## src/rtl/qrb_pkg.sv

```systemverilog
package qrb_pkg;
  localparam int unsigned NBEAT  = 4;
  localparam int unsigned WR_LAT = 2;  // fast edges from command to first write beat
  localparam int unsigned RD_LAT = 5;  // fast edges from command to first read beat

  function automatic logic [1:0] wrap_low(input logic [1:0] base, input logic [1:0] beat);
    return base + beat;
  endfunction
endpackage

```

## src/rtl/qrb_cmd.sv

```systemverilog
module qrb_cmd (
  input  logic clk_i,
  input  logic rst_ni,
  input  logic k_edge_i,
  input  logic rd_sel_ni,
  input  logic wr_sel_ni,
  output logic rd_go_o,
  output logic wr_go_o
);
  logic prev_rd_n_q, prev_wr_n_q;

  // raw previous-K sample, independent of acceptance
  always_ff @(posedge clk_i or negedge rst_ni) begin
    if (!rst_ni) begin
      prev_rd_n_q <= 1'b1;
      prev_wr_n_q <= 1'b1;
    end else if (k_edge_i) begin
      prev_rd_n_q <= rd_sel_ni;
      prev_wr_n_q <= wr_sel_ni;
    end
  end

  always_comb begin
    rd_go_o = k_edge_i && !rd_sel_ni && prev_rd_n_q;
    wr_go_o = k_edge_i && !wr_sel_ni && rd_sel_ni && prev_wr_n_q;
  end
endmodule

```

## src/rtl/qrb_dly.sv

```systemverilog
module qrb_dly #(
  parameter int unsigned DEPTH = 2,
  parameter int unsigned AW    = 6
) (
  input  logic          clk_i,
  input  logic          rst_ni,
  input  logic          in_v_i,
  input  logic [AW-1:0] in_a_i,
  output logic          out_v_o,
  output logic [AW-1:0] out_a_o
);
  logic [DEPTH-1:0] v_q;
  logic [AW-1:0]    a_q [DEPTH];

  for (genvar i = 0; i < DEPTH; i++) begin : g_stage
    if (i == 0) begin : g_head
      always_ff @(posedge clk_i or negedge rst_ni) begin
        if (!rst_ni) begin
          v_q[0] <= 1'b0;
          a_q[0] <= '0;
        end else begin
          v_q[0] <= in_v_i;
          a_q[0] <= in_a_i;
        end
      end
    end else begin : g_tail
      always_ff @(posedge clk_i or negedge rst_ni) begin
        if (!rst_ni) begin
          v_q[i] <= 1'b0;
          a_q[i] <= '0;
        end else begin
          v_q[i] <= v_q[i-1];
          a_q[i] <= a_q[i-1];
        end
      end
    end
  end

  assign out_v_o = v_q[DEPTH-1];
  assign out_a_o = a_q[DEPTH-1];
endmodule

```

## src/rtl/qrb_burst.sv

```systemverilog
module qrb_burst
  import qrb_pkg::*;
#(
  parameter int unsigned AW = 6
) (
  input  logic          clk_i,
  input  logic          rst_ni,
  input  logic          start_i,
  input  logic [AW-1:0] start_a_i,
  output logic          act_o,
  output logic [AW-1:0] addr_o
);
  logic [1:0]    cnt_q;
  logic          busy_q;
  logic [AW-1:0] base_q;
  logic [AW-1:0] base;
  logic [1:0]    beat;

  always_comb begin
    base   = start_i ? start_a_i : base_q;
    beat   = start_i ? 2'd0 : cnt_q;
    act_o  = start_i || busy_q;
    addr_o = {base[AW-1:2], wrap_low(base[1:0], beat)};
  end

  always_ff @(posedge clk_i or negedge rst_ni) begin
    if (!rst_ni) begin
      cnt_q  <= '0;
      busy_q <= 1'b0;
      base_q <= '0;
    end else if (start_i) begin
      cnt_q  <= 2'd1;
      busy_q <= 1'b1;
      base_q <= start_a_i;
    end else if (busy_q) begin
      cnt_q <= cnt_q + 2'd1;
      if (cnt_q == 2'(NBEAT - 1)) busy_q <= 1'b0;
    end
  end
endmodule

```

## src/rtl/qrb_mem.sv

```systemverilog
module qrb_mem #(
  parameter int unsigned AW = 6,
  parameter int unsigned DW = 8
) (
  input  logic          clk_i,
  input  logic [1:0]    we_i,
  input  logic [AW-1:0] waddr_i,
  input  logic [DW-1:0] wdata_i,
  input  logic [AW-1:0] raddr_i,
  output logic [DW-1:0] rdata_o
);
  localparam int unsigned HW    = DW / 2;
  localparam int unsigned WORDS = 1 << AW;

  logic [DW-1:0] mem_q [WORDS];

  for (genvar h = 0; h < 2; h++) begin : g_half
    always_ff @(posedge clk_i) begin
      if (we_i[h]) mem_q[waddr_i][h*HW +: HW] <= wdata_i[h*HW +: HW];
    end
  end

  assign rdata_o = mem_q[raddr_i];
endmodule

```

## src/rtl/qrb_sram.sv

```systemverilog
module qrb_sram
  import qrb_pkg::*;
#(
  parameter int unsigned AW = 6,
  parameter int unsigned DW = 8
) (
  input  logic          clk_i,
  input  logic          rst_ni,
  input  logic          rd_sel_ni,
  input  logic          wr_sel_ni,
  input  logic [AW-1:0] addr_i,
  input  logic [DW-1:0] d_i,
  input  logic [1:0]    wmask_ni,
  output logic          k_phase_o,
  output logic [DW-1:0] q_o,
  output logic          q_valid_o
);
  logic          k_phase_q;
  logic          rd_go, wr_go;
  logic          wst_v, rst_v;
  logic [AW-1:0] wst_a, rst_a;
  logic          wact, ract;
  logic [AW-1:0] waddr, raddr;
  logic [DW-1:0] rdata;
  logic [DW-1:0] q_q;
  logic          qv_q;

  always_ff @(posedge clk_i or negedge rst_ni) begin
    if (!rst_ni) k_phase_q <= 1'b1;
    else         k_phase_q <= !k_phase_q;
  end

  qrb_cmd u_cmd (
    .clk_i, .rst_ni,
    .k_edge_i (k_phase_q),
    .rd_sel_ni, .wr_sel_ni,
    .rd_go_o  (rd_go),
    .wr_go_o  (wr_go)
  );

  qrb_dly #(.DEPTH(WR_LAT), .AW(AW)) u_wdly (
    .clk_i, .rst_ni,
    .in_v_i (wr_go), .in_a_i (addr_i),
    .out_v_o(wst_v), .out_a_o(wst_a)
  );

  qrb_dly #(.DEPTH(RD_LAT), .AW(AW)) u_rdly (
    .clk_i, .rst_ni,
    .in_v_i (rd_go), .in_a_i (addr_i),
    .out_v_o(rst_v), .out_a_o(rst_a)
  );

  qrb_burst #(.AW(AW)) u_wseq (
    .clk_i, .rst_ni,
    .start_i(wst_v), .start_a_i(wst_a),
    .act_o  (wact),  .addr_o   (waddr)
  );

  qrb_burst #(.AW(AW)) u_rseq (
    .clk_i, .rst_ni,
    .start_i(rst_v), .start_a_i(rst_a),
    .act_o  (ract),  .addr_o   (raddr)
  );

  qrb_mem #(.AW(AW), .DW(DW)) u_mem (
    .clk_i,
    .we_i   ({2{wact}} & ~wmask_ni),
    .waddr_i(waddr),
    .wdata_i(d_i),
    .raddr_i(raddr),
    .rdata_o(rdata)
  );

  // array read is the pre-edge value, so a same-edge write is not seen
  always_ff @(posedge clk_i or negedge rst_ni) begin
    if (!rst_ni) begin
      q_q  <= '0;
      qv_q <= 1'b0;
    end else begin
      q_q  <= ract ? rdata : '0;
      qv_q <= ract;
    end
  end

  assign k_phase_o = k_phase_q;
  assign q_o       = q_q;
  assign q_valid_o = qv_q;
endmodule

```

## config.mk

```make
export PLATFORM = sky130hd
export DESIGN_NAME = qrb_sram
export DESIGN_NICKNAME = d
export VERILOG_FILES = /design/src/rtl/qrb_pkg.sv /design/src/rtl/qrb_cmd.sv /design/src/rtl/qrb_dly.sv /design/src/rtl/qrb_burst.sv /design/src/rtl/qrb_mem.sv /design/src/rtl/qrb_sram.sv
export SDC_FILE = /design/constraint.sdc
export NUM_CORES = 1
export LEC_CHECK = 0
export BUFFER_PORTS_ARGS = -buffer_cell sky130_fd_sc_hd__buf_4
export CELL_PAD_IN_SITES_DETAIL_PLACEMENT = 1
export CELL_PAD_IN_SITES_GLOBAL_PLACEMENT = 2
export CORE_ASPECT_RATIO = 1.5
export CORE_MARGIN = 2
export CORE_UTILIZATION = 28
export CTS_CLUSTER_DIAMETER = 80
export CTS_CLUSTER_SIZE = 8
export DETAILED_ROUTE_END_ITERATION = 16
export HOLD_SLACK_MARGIN = 0.05
export PLACE_DENSITY_LB_ADDON = 0.1
export SLEW_MARGIN = 20
export SYNTH_ARGS = -nofsm -noshare
export SYNTH_HDL_FRONTEND = slang
export SYNTH_SLANG_ARGS = --single-unit
```

## constraint.sdc

```tcl
create_clock -name clk_i -period 4.35 [get_ports clk_i]
set_input_delay 0.435 -clock clk_i [delete_from_list [all_inputs] [get_ports clk_i]]
set_output_delay 0.435 -clock clk_i [all_outputs]
set_load 0.01 [all_outputs]
```

==> results of run 1 <==
[worst paths after layout]
| kind | start | to | slack [ns] | depth (start not counted) |
|---|---|---|---|---|
| setup / recovery | u_rdly.out_v_o | q_o[3] | 0.44 | 11 |
| hold / removal | u_rdly.a_q[17] | u_rdly.a_q[11] | 0.35 | 0 |
| setup reg to reg | u_rdly.out_v_o | q_o[3] | 0.44 | 11 |
| hold reg to reg | u_rdly.a_q[17] | u_rdly.a_q[11] | 0.35 | 0 |
| max in group asynchronous | rst_ni | u_rseq.cnt_q[0] | 3.24 | 2 |
| min in group asynchronous | rst_ni | q_o[6] | 0.48 | 2 |
[worst max-delay path, cell delays in order (launching register included)]
cell	delay [ns]
sky130_fd_sc_hd__dfrtp_1	0.38
sky130_fd_sc_hd__buf_4	0.23
sky130_fd_sc_hd__nor2b_1	0.21
sky130_fd_sc_hd__ha_4	0.22
sky130_fd_sc_hd__nand3_1	0.11
sky130_fd_sc_hd__o21ai_1	0.30
sky130_fd_sc_hd__or3_1	0.88
sky130_fd_sc_hd__nand2_1	0.12
sky130_fd_sc_hd__a31oi_1	0.31
sky130_fd_sc_hd__o21ai_0	0.13
sky130_fd_sc_hd__a211oi_1	0.74
sky130_fd_sc_hd__a31o_2	0.20
[through the flow]
stage                     setup slack (ns)  hold WS, ns  utilization [%]  instances  cell area, um^2
final                                0.441        0.351             33.2       2407            26500
after floorplan                      0.951        0.139                -       1240            22500
after global placement               0.409        0.338             30.2       2286            24100
after detailed placement             0.275        0.336             30.2       2286            24100
after global routing                 0.111        0.363             33.2       2407            26500
after CTS                            0.280        0.354             33.2       2407            26500
[synthesized netlist by cell type (6+ instances only)]
cell	number
sky130_fd_sc_hd__nand2_1	125
sky130_fd_sc_hd__nor2_1	150
sky130_fd_sc_hd__dfrtp_1	64
sky130_fd_sc_hd__a21oi_1	9
sky130_fd_sc_hd__a221oi_1	7
sky130_fd_sc_hd__o22ai_1	6
sky130_fd_sc_hd__buf_2	15
sky130_fd_sc_hd__o21ai_0	8
sky130_fd_sc_hd__buf_1	8
sky130_fd_sc_hd__clkbuf_1	21
sky130_fd_sc_hd__mux2i_1	29
sky130_fd_sc_hd__nand3_1	18
sky130_fd_sc_hd__mux4_2	107
sky130_fd_sc_hd__edfxtp_1	512
sky130_fd_sc_hd__a31oi_1	14
sky130_fd_sc_hd__inv_1	10
sky130_fd_sc_hd__buf_4	9
sky130_fd_sc_hd__nand4_1	11
sky130_fd_sc_hd__a22oi_1	9
sky130_fd_sc_hd__and3_1	8
sky130_fd_sc_hd__mux2_2	8
[cells in the final DEF (no fill, tap or decap), types with 3 or more instances in the layout]
| cell | n |
|---|---|
| sky130_fd_sc_hd__edfxtp_1 | 512 |
| sky130_fd_sc_hd__nor2_1 | 150 |
| sky130_fd_sc_hd__nand2_1 | 124 |
| sky130_fd_sc_hd__mux4_2 | 107 |
| sky130_fd_sc_hd__clkbuf_16 | 87 |
| sky130_fd_sc_hd__buf_4 | 67 |
| sky130_fd_sc_hd__dfrtp_1 | 64 |
| sky130_fd_sc_hd__mux2i_1 | 27 |
| sky130_fd_sc_hd__clkbuf_1 | 22 |
| sky130_fd_sc_hd__nand3_1 | 18 |
| sky130_fd_sc_hd__a31oi_1 | 14 |
| sky130_fd_sc_hd__nand4_1 | 11 |
| sky130_fd_sc_hd__inv_1 | 10 |
| sky130_fd_sc_hd__dlygate4sd3_1 | 10 |
| sky130_fd_sc_hd__a21oi_1 | 9 |
| sky130_fd_sc_hd__a22oi_1 | 9 |
| sky130_fd_sc_hd__o21ai_0 | 8 |
| sky130_fd_sc_hd__and3_1 | 8 |
| sky130_fd_sc_hd__mux2_2 | 8 |
| sky130_fd_sc_hd__a221oi_1 | 7 |
| sky130_fd_sc_hd__o22ai_1 | 6 |
| sky130_fd_sc_hd__buf_12 | 6 |
| sky130_fd_sc_hd__o211ai_1 | 5 |
| sky130_fd_sc_hd__a211oi_1 | 5 |
| sky130_fd_sc_hd__o221ai_1 | 5 |
| sky130_fd_sc_hd__xnor2_1 | 5 |
| sky130_fd_sc_hd__nor3_1 | 5 |
| sky130_fd_sc_hd__nand2b_1 | 5 |
| sky130_fd_sc_hd__nor2b_1 | 4 |
| sky130_fd_sc_hd__a311oi_1 | 4 |
| sky130_fd_sc_hd__o31a_1 | 4 |
| sky130_fd_sc_hd__a21o_1 | 3 |
| sky130_fd_sc_hd__a31o_2 | 3 |
| sky130_fd_sc_hd__ha_1 | 3 |
| sky130_fd_sc_hd__dfstp_2 | 3 |
[cell type report]
type / count / area (um^2) / share of cell area, %
clock buffers: 109 / 2260 / 8.53
clock inverters: 2 / 16.3 / 0.0614
inverters: 12 / 45.0 / 0.170
multi-input cells: 590 / 5110 / 19.3
flip-flops and latches: 579 / 17100 / 64.3
well taps: 1032 / 1290 / 4.87
repair buffers: 83 / 723 / 2.73
[registers in the layout, summed over array words and instances, names as in the netlist, 2 cells and up]
name / cells
u_rseq.cnt_q: 2
u_rseq.base_q: 6
u_rdly.a_q: 24
u_wseq.cnt_q: 2
u_rdly.out_a_o: 6
u_wseq.base_q: 6
q_o: 8
u_rdly.v_q: 4
u_mem.mem_q: 512
[routing by layer]
metal | vias up | global-route usage [%] | part of all wire, % | wire (um)
met5 | - | 0 | 0 | 0
met4 | 0 | 5.81 | 2.6 | 1780
met3 | 95 | 2.59 | 3.0 | 2040
met2 | 208 | 31.0 | 54 | 36400
met1 | 6250 | 19.5 | 40 | 27200
li1 | 5081 | - | - | -
[power by group]
part / internal [mW] / switching, mW / total (mW) / leakage (nW)
Sequential: 6.22 / 0.0956 / 6.31 / 5.41
Clock: 3.55 / 2.31 / 5.87 / 1.10
Combinational: 1.84 / 2.79 / 4.63 / 2.12
[cells by family (layout without fill, tap and decap cells)]
family | count (synthesis) | in the layout | synth area share (%)
flops | 579 | 579 | 75.8
xor+xnor | 7 | 7 | 0.272
simple gates | 339 | 339 | 6.36
buf+inv | 71 | 206 | 1.66
fa+ha+maj | 4 | 4 | 0.222
mux | 147 | 147 | 12.7
compound gates | 93 | 93 | 3.00
==> flow_summary.rst, run 1 <==
.. list-table::
   :header-rows: 1

   * - Metric
     - Value
   * - Result of the run
     - completed
   * - Area of the die
     - 82700 um^2
   * - Quantity of gates resized following cts
     - 0
   * - Total gr overflow
     - 0
   * - Synthesized area divided by synthesized cell count
     - 18.2 um^2
   * - Total power consumption of the routed design
     - 16.8 mW
   * - Post-DRT Antenna Nets
     - 0
   * - Post-Synthesis Cell Area
     - 22500 um^2
   * - Fin crit share
     - 89.9%
   * - Routability congestion estimate
     - 0.732
   * - Cell taking the most area after synthesis
     - sky130_fd_sc_hd__edfxtp_1
   * - Worst clock skew
     - 0.0198 ns
   * - Fill cells
     - 7975
   * - Number of warnings reported in the yosys synthesis log
     - 0
   * - Type of the most critical hold path
     - register to register
   * - Depth of the CTS H-tree
     - 3
   * - Fraction of final layout cells with drive strength greater than 1
     - 21.4%
   * - Final count of pins violating max slew
     - 0
   * - Initial standard-cell utilization of the core
     - 28.2%
   * - Arrival time at the worst endpoint
     - 4.47 ns
   * - Total Neg Setup Slack
     - 0 ns
   * - Detailed-route vias per instance
     - 4.83
   * - Setup Buffers After CTS
     - 0
   * - Vias post-DR
     - 11600
   * - P per Cell Area
     - 634 nW/um^2
   * - Max clock buf depth
     - 3
   * - Antenna cells
     - 0
   * - Number of top-level pins
     - 30
   * - Mapped Nets
     - 1264
   * - Total setup violations reported at the end of the flow
     - 0
   * - Clock buffer count from CTS
     - 82
   * - Die H
     - 351 um
   * - Detailed Routing Iterations Pass 1
     - 4
   * - Ys async rst share
     - 11.6%
   * - Width of the die
     - 236 um
   * - Leakage Power
     - 8.63 nW
   * - Post-synth cell types
     - 61
   * - Final wirelength
     - 67.4 mm
   * - Clk sinks
     - 579
   * - DRC marker count from the first detailed-route iteration
     - 653
   * - Max VDD drop
     - 305 uV
   * - Clock slew seen by the registers of the worst setup and hold paths
     - 0.05 ns
   * - Sequential cell area fraction in the yosys report
     - 75.8%
   * - RSZ-0062 raised after global routing
     - false
   * - Number of endpoints with negative hold slack in the final report
     - 0
   * - Worst slew margin
     - 30.7%
   * - Largest net degree at the start of global routing
     - 68
   * - Clk Latency, worst-skew pair
     - 0.62 ns
   * - Number of flops mapped to enable cells by yosys
     - 512
   * - Routed length per placed instance
     - 28.0 um
   * - Launching element type of the critical path
     - register
   * - Area growth from synthesis to final layout
     - 17.7%
   * - Synthesized netlist cell count
     - 1240
   * - Largest cells by area after synthesis
     - sky130_fd_sc_hd__edfxtp_1 (68%), sky130_fd_sc_hd__mux4_2 (11%), sky130_fd_sc_hd__dfrtp_1 (7.1%)
   * - Maximum clock rate
     - 0.256 GHz
   * - CTS tree
     - yes
   * - Std-Cell Core Area
     - 79800 um^2
   * - Crit end category
     - register
   * - Top-area cell type share of the netlist area
     - 68.3%
   * - Wire length of the first global-routing pass
     - 98.3 mm
   * - Total routing resource utilization after global routing
     - 16.7%
   * - Worst-Margin Slew
     - 1.04 ns
   * - Cell row count
     - 127
   * - Max cap viols
     - 0
   * - Hold buffer count at cts
     - 10
   * - Crit path required time
     - 4.91 ns
   * - Number of global-route vias before repair
     - 13200
   * - Count of buffers from port buffering
     - 29
   * - Remaining design rule violation count
     - 0
   * - Register bit total from synthesis
     - 579
   * - Most used flip-flop cell after synthesis
     - sky130_fd_sc_hd__edfxtp_1
   * - Number of antenna violations at the first check in global routing
     - 0
   * - Largest fanout on the critical path
     - 18
   * - Final critical path time including I/O delays and setup
     - 3.91 ns
   * - Number of nets in the layout
     - 1372
   * - HPWL Detailed
     - 43.4 mm
   * - Type of the worst setup path
     - register to register
   * - Root buffer cell
     - sky130_fd_sc_hd__clkbuf_16
No activity file was read; power rests on OpenSTA's default activity.
==> run 2: changes to the inputs <==
--- a/config.mk
+++ b/config.mk
@@ -10,7 +10,7 @@
 export CELL_PAD_IN_SITES_GLOBAL_PLACEMENT = 2
 export CORE_ASPECT_RATIO = 1.5
 export CORE_MARGIN = 2
-export CORE_UTILIZATION = 28
+export CORE_UTILIZATION = 25
 export CTS_CLUSTER_DIAMETER = 80
 export CTS_CLUSTER_SIZE = 8
 export DETAILED_ROUTE_END_ITERATION = 16
==> constraint.sdc (replaced) <==
create_clock -name clk_i -period 3.59 [get_ports clk_i]
set_input_delay 0.359 -clock clk_i [delete_from_list [all_inputs] [get_ports clk_i]]
set_output_delay 0.359 -clock clk_i [all_outputs]
set_load 0.05 [all_outputs]
==> run 2 against run 1 <==
Die area is 12% higher. Core utilization is 2.4 points lower. Clock power is 23% higher. Design area is 3.7% higher.
==> flow_summary.rst, run 2 (same netlist as run 1, synthesis figures left out) <==
.. list-table::
   :header-rows: 1

   * - Metric
     - Value
   * - Result of the run
     - completed
   * - Crit end category
     - register
   * - CTS tree
     - yes
   * - Final count of pins violating max slew
     - 0
   * - GR met1 Demand/Resource
     - 18.0%
   * - Number of endpoints with negative hold slack in the final report
     - 0
   * - Leakage Power
     - 9.15 nW
   * - Largest fanout on the critical path
     - 48
   * - Pre-CTS setup slack
     - 0.0956 ns
   * - Number of top-level pins
     - 30
   * - Max cap viols
     - 0
   * - Final critical path time including I/O delays and setup
     - 3.35 ns
   * - Worst slew margin
     - 36.3%
   * - R2R setup slack
     - 0.24 ns
   * - Area of the die
     - 92500 um^2
   * - Width of the die
     - 249 um
   * - Global Route met3 Usage
     - 2.53%
   * - Post-DRT Antenna Nets
     - 0
   * - Clk sinks
     - 579
   * - Root buffer cell
     - sky130_fd_sc_hd__clkbuf_16
   * - Count of buffers from port buffering
     - 29
   * - Final std cell area, no fill
     - 27500 um^2
   * - Total setup violations reported at the end of the flow
     - 0
   * - Commonest non-fill, non-tap cells in the layout
     - sky130_fd_sc_hd__edfxtp_1 (512), sky130_fd_sc_hd__buf_4 (159), sky130_fd_sc_hd__nor2_1 (150), sky130_fd_sc_hd__nand2_1 (125), sky130_fd_sc_hd__mux4_2 (107)
   * - Quantity of gates resized following cts
     - 0
   * - Worst-Margin Slew
     - 0.956 ns
   * - Remaining design rule violation count
     - 0
   * - Detailed Routing Iterations Pass 1
     - 5
   * - GR met2 Demand/Resource
     - 29.6%
   * - RSZ-0062 raised after global routing
     - false
   * - Placement-stage cell area
     - 25000 um^2
   * - Clock buffer count from CTS
     - 82
   * - Clk Latency, worst-skew pair
     - 0.66 ns
   * - DRC marker count from the first detailed-route iteration
     - 625
   * - Type of the worst setup path
     - register to register
   * - Total power consumption of the routed design
     - 20.9 mW
   * - Wire length of the first global-routing pass
     - 102 mm
   * - Final cell count without fillers
     - 2649
   * - Cell row count
     - 134
   * - HPWL Detailed
     - 44.9 mm
   * - Std-Cell Core Area
     - 89000 um^2
   * - Final wirelength
     - 70.8 mm
   * - Leading cell type in the layout, fill and taps excluded
     - sky130_fd_sc_hd__edfxtp_1
   * - Die H
     - 372 um
   * - Worst Hold Slack
     - 0.289 ns
   * - Max clock buf depth
     - 3
   * - P per Cell Area
     - 760 nW/um^2
   * - Final Util
     - 30.9%
   * - Crit path required time
     - 4.10 ns
   * - Worst clock skew
     - 0.0197 ns
   * - Detailed-route vias per instance
     - 4.50
   * - Total placed cells including tap cells
     - 2504
   * - Depth of the CTS H-tree
     - 3
   * - Largest register by flop count
     - u_mem.mem_q
   * - Final Worst Setup Slack
     - 0.238 ns
   * - Fraction of final layout cells with drive strength greater than 1
     - 26.1%
   * - Routability congestion estimate
     - 0.753
   * - Antenna cells
     - 0
   * - Arrival time at the worst endpoint
     - 3.87 ns
   * - Vias post-DR
     - 11900
   * - Number of nets in the layout
     - 1467
   * - Largest net degree at the start of global routing
     - 68
   * - Type of the most critical hold path
     - primary input to register
   * - Clock slew seen by the registers of the worst setup and hold paths
     - 0.05 ns
   * - Fill cells
     - 9042
   * - Number of global-route vias before repair
     - 13500
   * - Total routing resource utilization after global routing
     - 15.7%
   * - Fin crit share
     - 93.4%
   * - Flip-flop count of the largest register after layout
     - 512
   * - Total gr overflow
     - 0
   * - Launching element type of the critical path
     - register
   * - Routed length per placed instance
     - 26.7 um
   * - Total Neg Setup Slack
     - 0 ns
   * - Maximum clock rate
     - 0.298 GHz
   * - Area growth from synthesis to final layout
     - 22.0%
   * - Number of antenna violations at the first check in global routing
     - 0
   * - Initial standard-cell utilization of the core
     - 25.3%
   * - Layer with the highest usage
     - met2
   * - Max VDD drop
     - 367 uV
==> run 2: cell types whose count changed in the layout (fill, tap and decap cells not counted) <==
cell,delta
sky130_fd_sc_hd__buf_12,+3
sky130_fd_sc_hd__buf_4,+92
sky130_fd_sc_hd__clkbuf_1,+22
sky130_fd_sc_hd__clkbuf_16,-3
sky130_fd_sc_hd__clkinv_8,+1
sky130_fd_sc_hd__inv_16,+1
sky130_fd_sc_hd__inv_6,+2
sky130_fd_sc_hd__nand2_1,+1
sky130_fd_sc_hd__nand2_2,-1
sky130_fd_sc_hd__nor3_1,-1
sky130_fd_sc_hd__nor3_2,+1
==> run 2: power by group <==
part           internal [mW]  switching [mW]
clock                   4.30            2.94
combinational           2.38            3.60
sequential              7.53           0.132
total                   14.2            6.67
==> run 2: critical path: stages (launching register included) <==
cell	delay, ns
sky130_fd_sc_hd__dfrtp_1	0.37
sky130_fd_sc_hd__mux2_2	0.38
sky130_fd_sc_hd__ha_4	0.20
sky130_fd_sc_hd__nand3_1	0.10
sky130_fd_sc_hd__o21ai_1	0.18
sky130_fd_sc_hd__nor3_4	0.29
sky130_fd_sc_hd__buf_12	0.32
sky130_fd_sc_hd__mux4_2	0.39
sky130_fd_sc_hd__a221oi_1	0.49
sky130_fd_sc_hd__a22o_1	0.31
sky130_fd_sc_hd__o21ai_0	0.11
==> run 2: repair_timing <==
item	in CTS	in global routing
setup endpoints to repair	0	4
hold buffers	10	0
setup buffers	0	1
hold endpoints to repair	74	0
==> run 2: final cells by class <==
type | count | area [um^2] | area share (%)
Clock buffer | 128 | 2270 | 8.25
Clock inverter | 6 | 70.1 | 0.255
Inverter | 12 | 45.0 | 0.164
Multi-Input combinational cell | 590 | 5120 | 18.6
Sequential cell | 579 | 17100 | 62.1
Tap cell | 1156 | 1450 | 5.26
Timing Repair Buffer | 178 | 1470 | 5.36
==> run 2: final timing paths <==
check	to	cells past startpoint	start
setup / recovery	q_o[2]	10	u_rdly.out_v_o
hold / removal	u_mem.mem_q[11][1]	1	d_i[1]
setup reg to reg	q_o[2]	10	u_rdly.out_v_o
hold reg to reg	u_wdly.out_v_o	0	u_wdly.v_q[0]
max in group asynchronous	q_o[2]	2	rst_ni
min in group asynchronous	u_rdly.a_q[29]	2	rst_ni
==> run 2: layer usage <==
layer	vias to the layer above	part of all wire, %
met4	0	2.2
met3	93	2.6
li1	5285	-
met5	-	0
met2	172	55
met1	6365	40
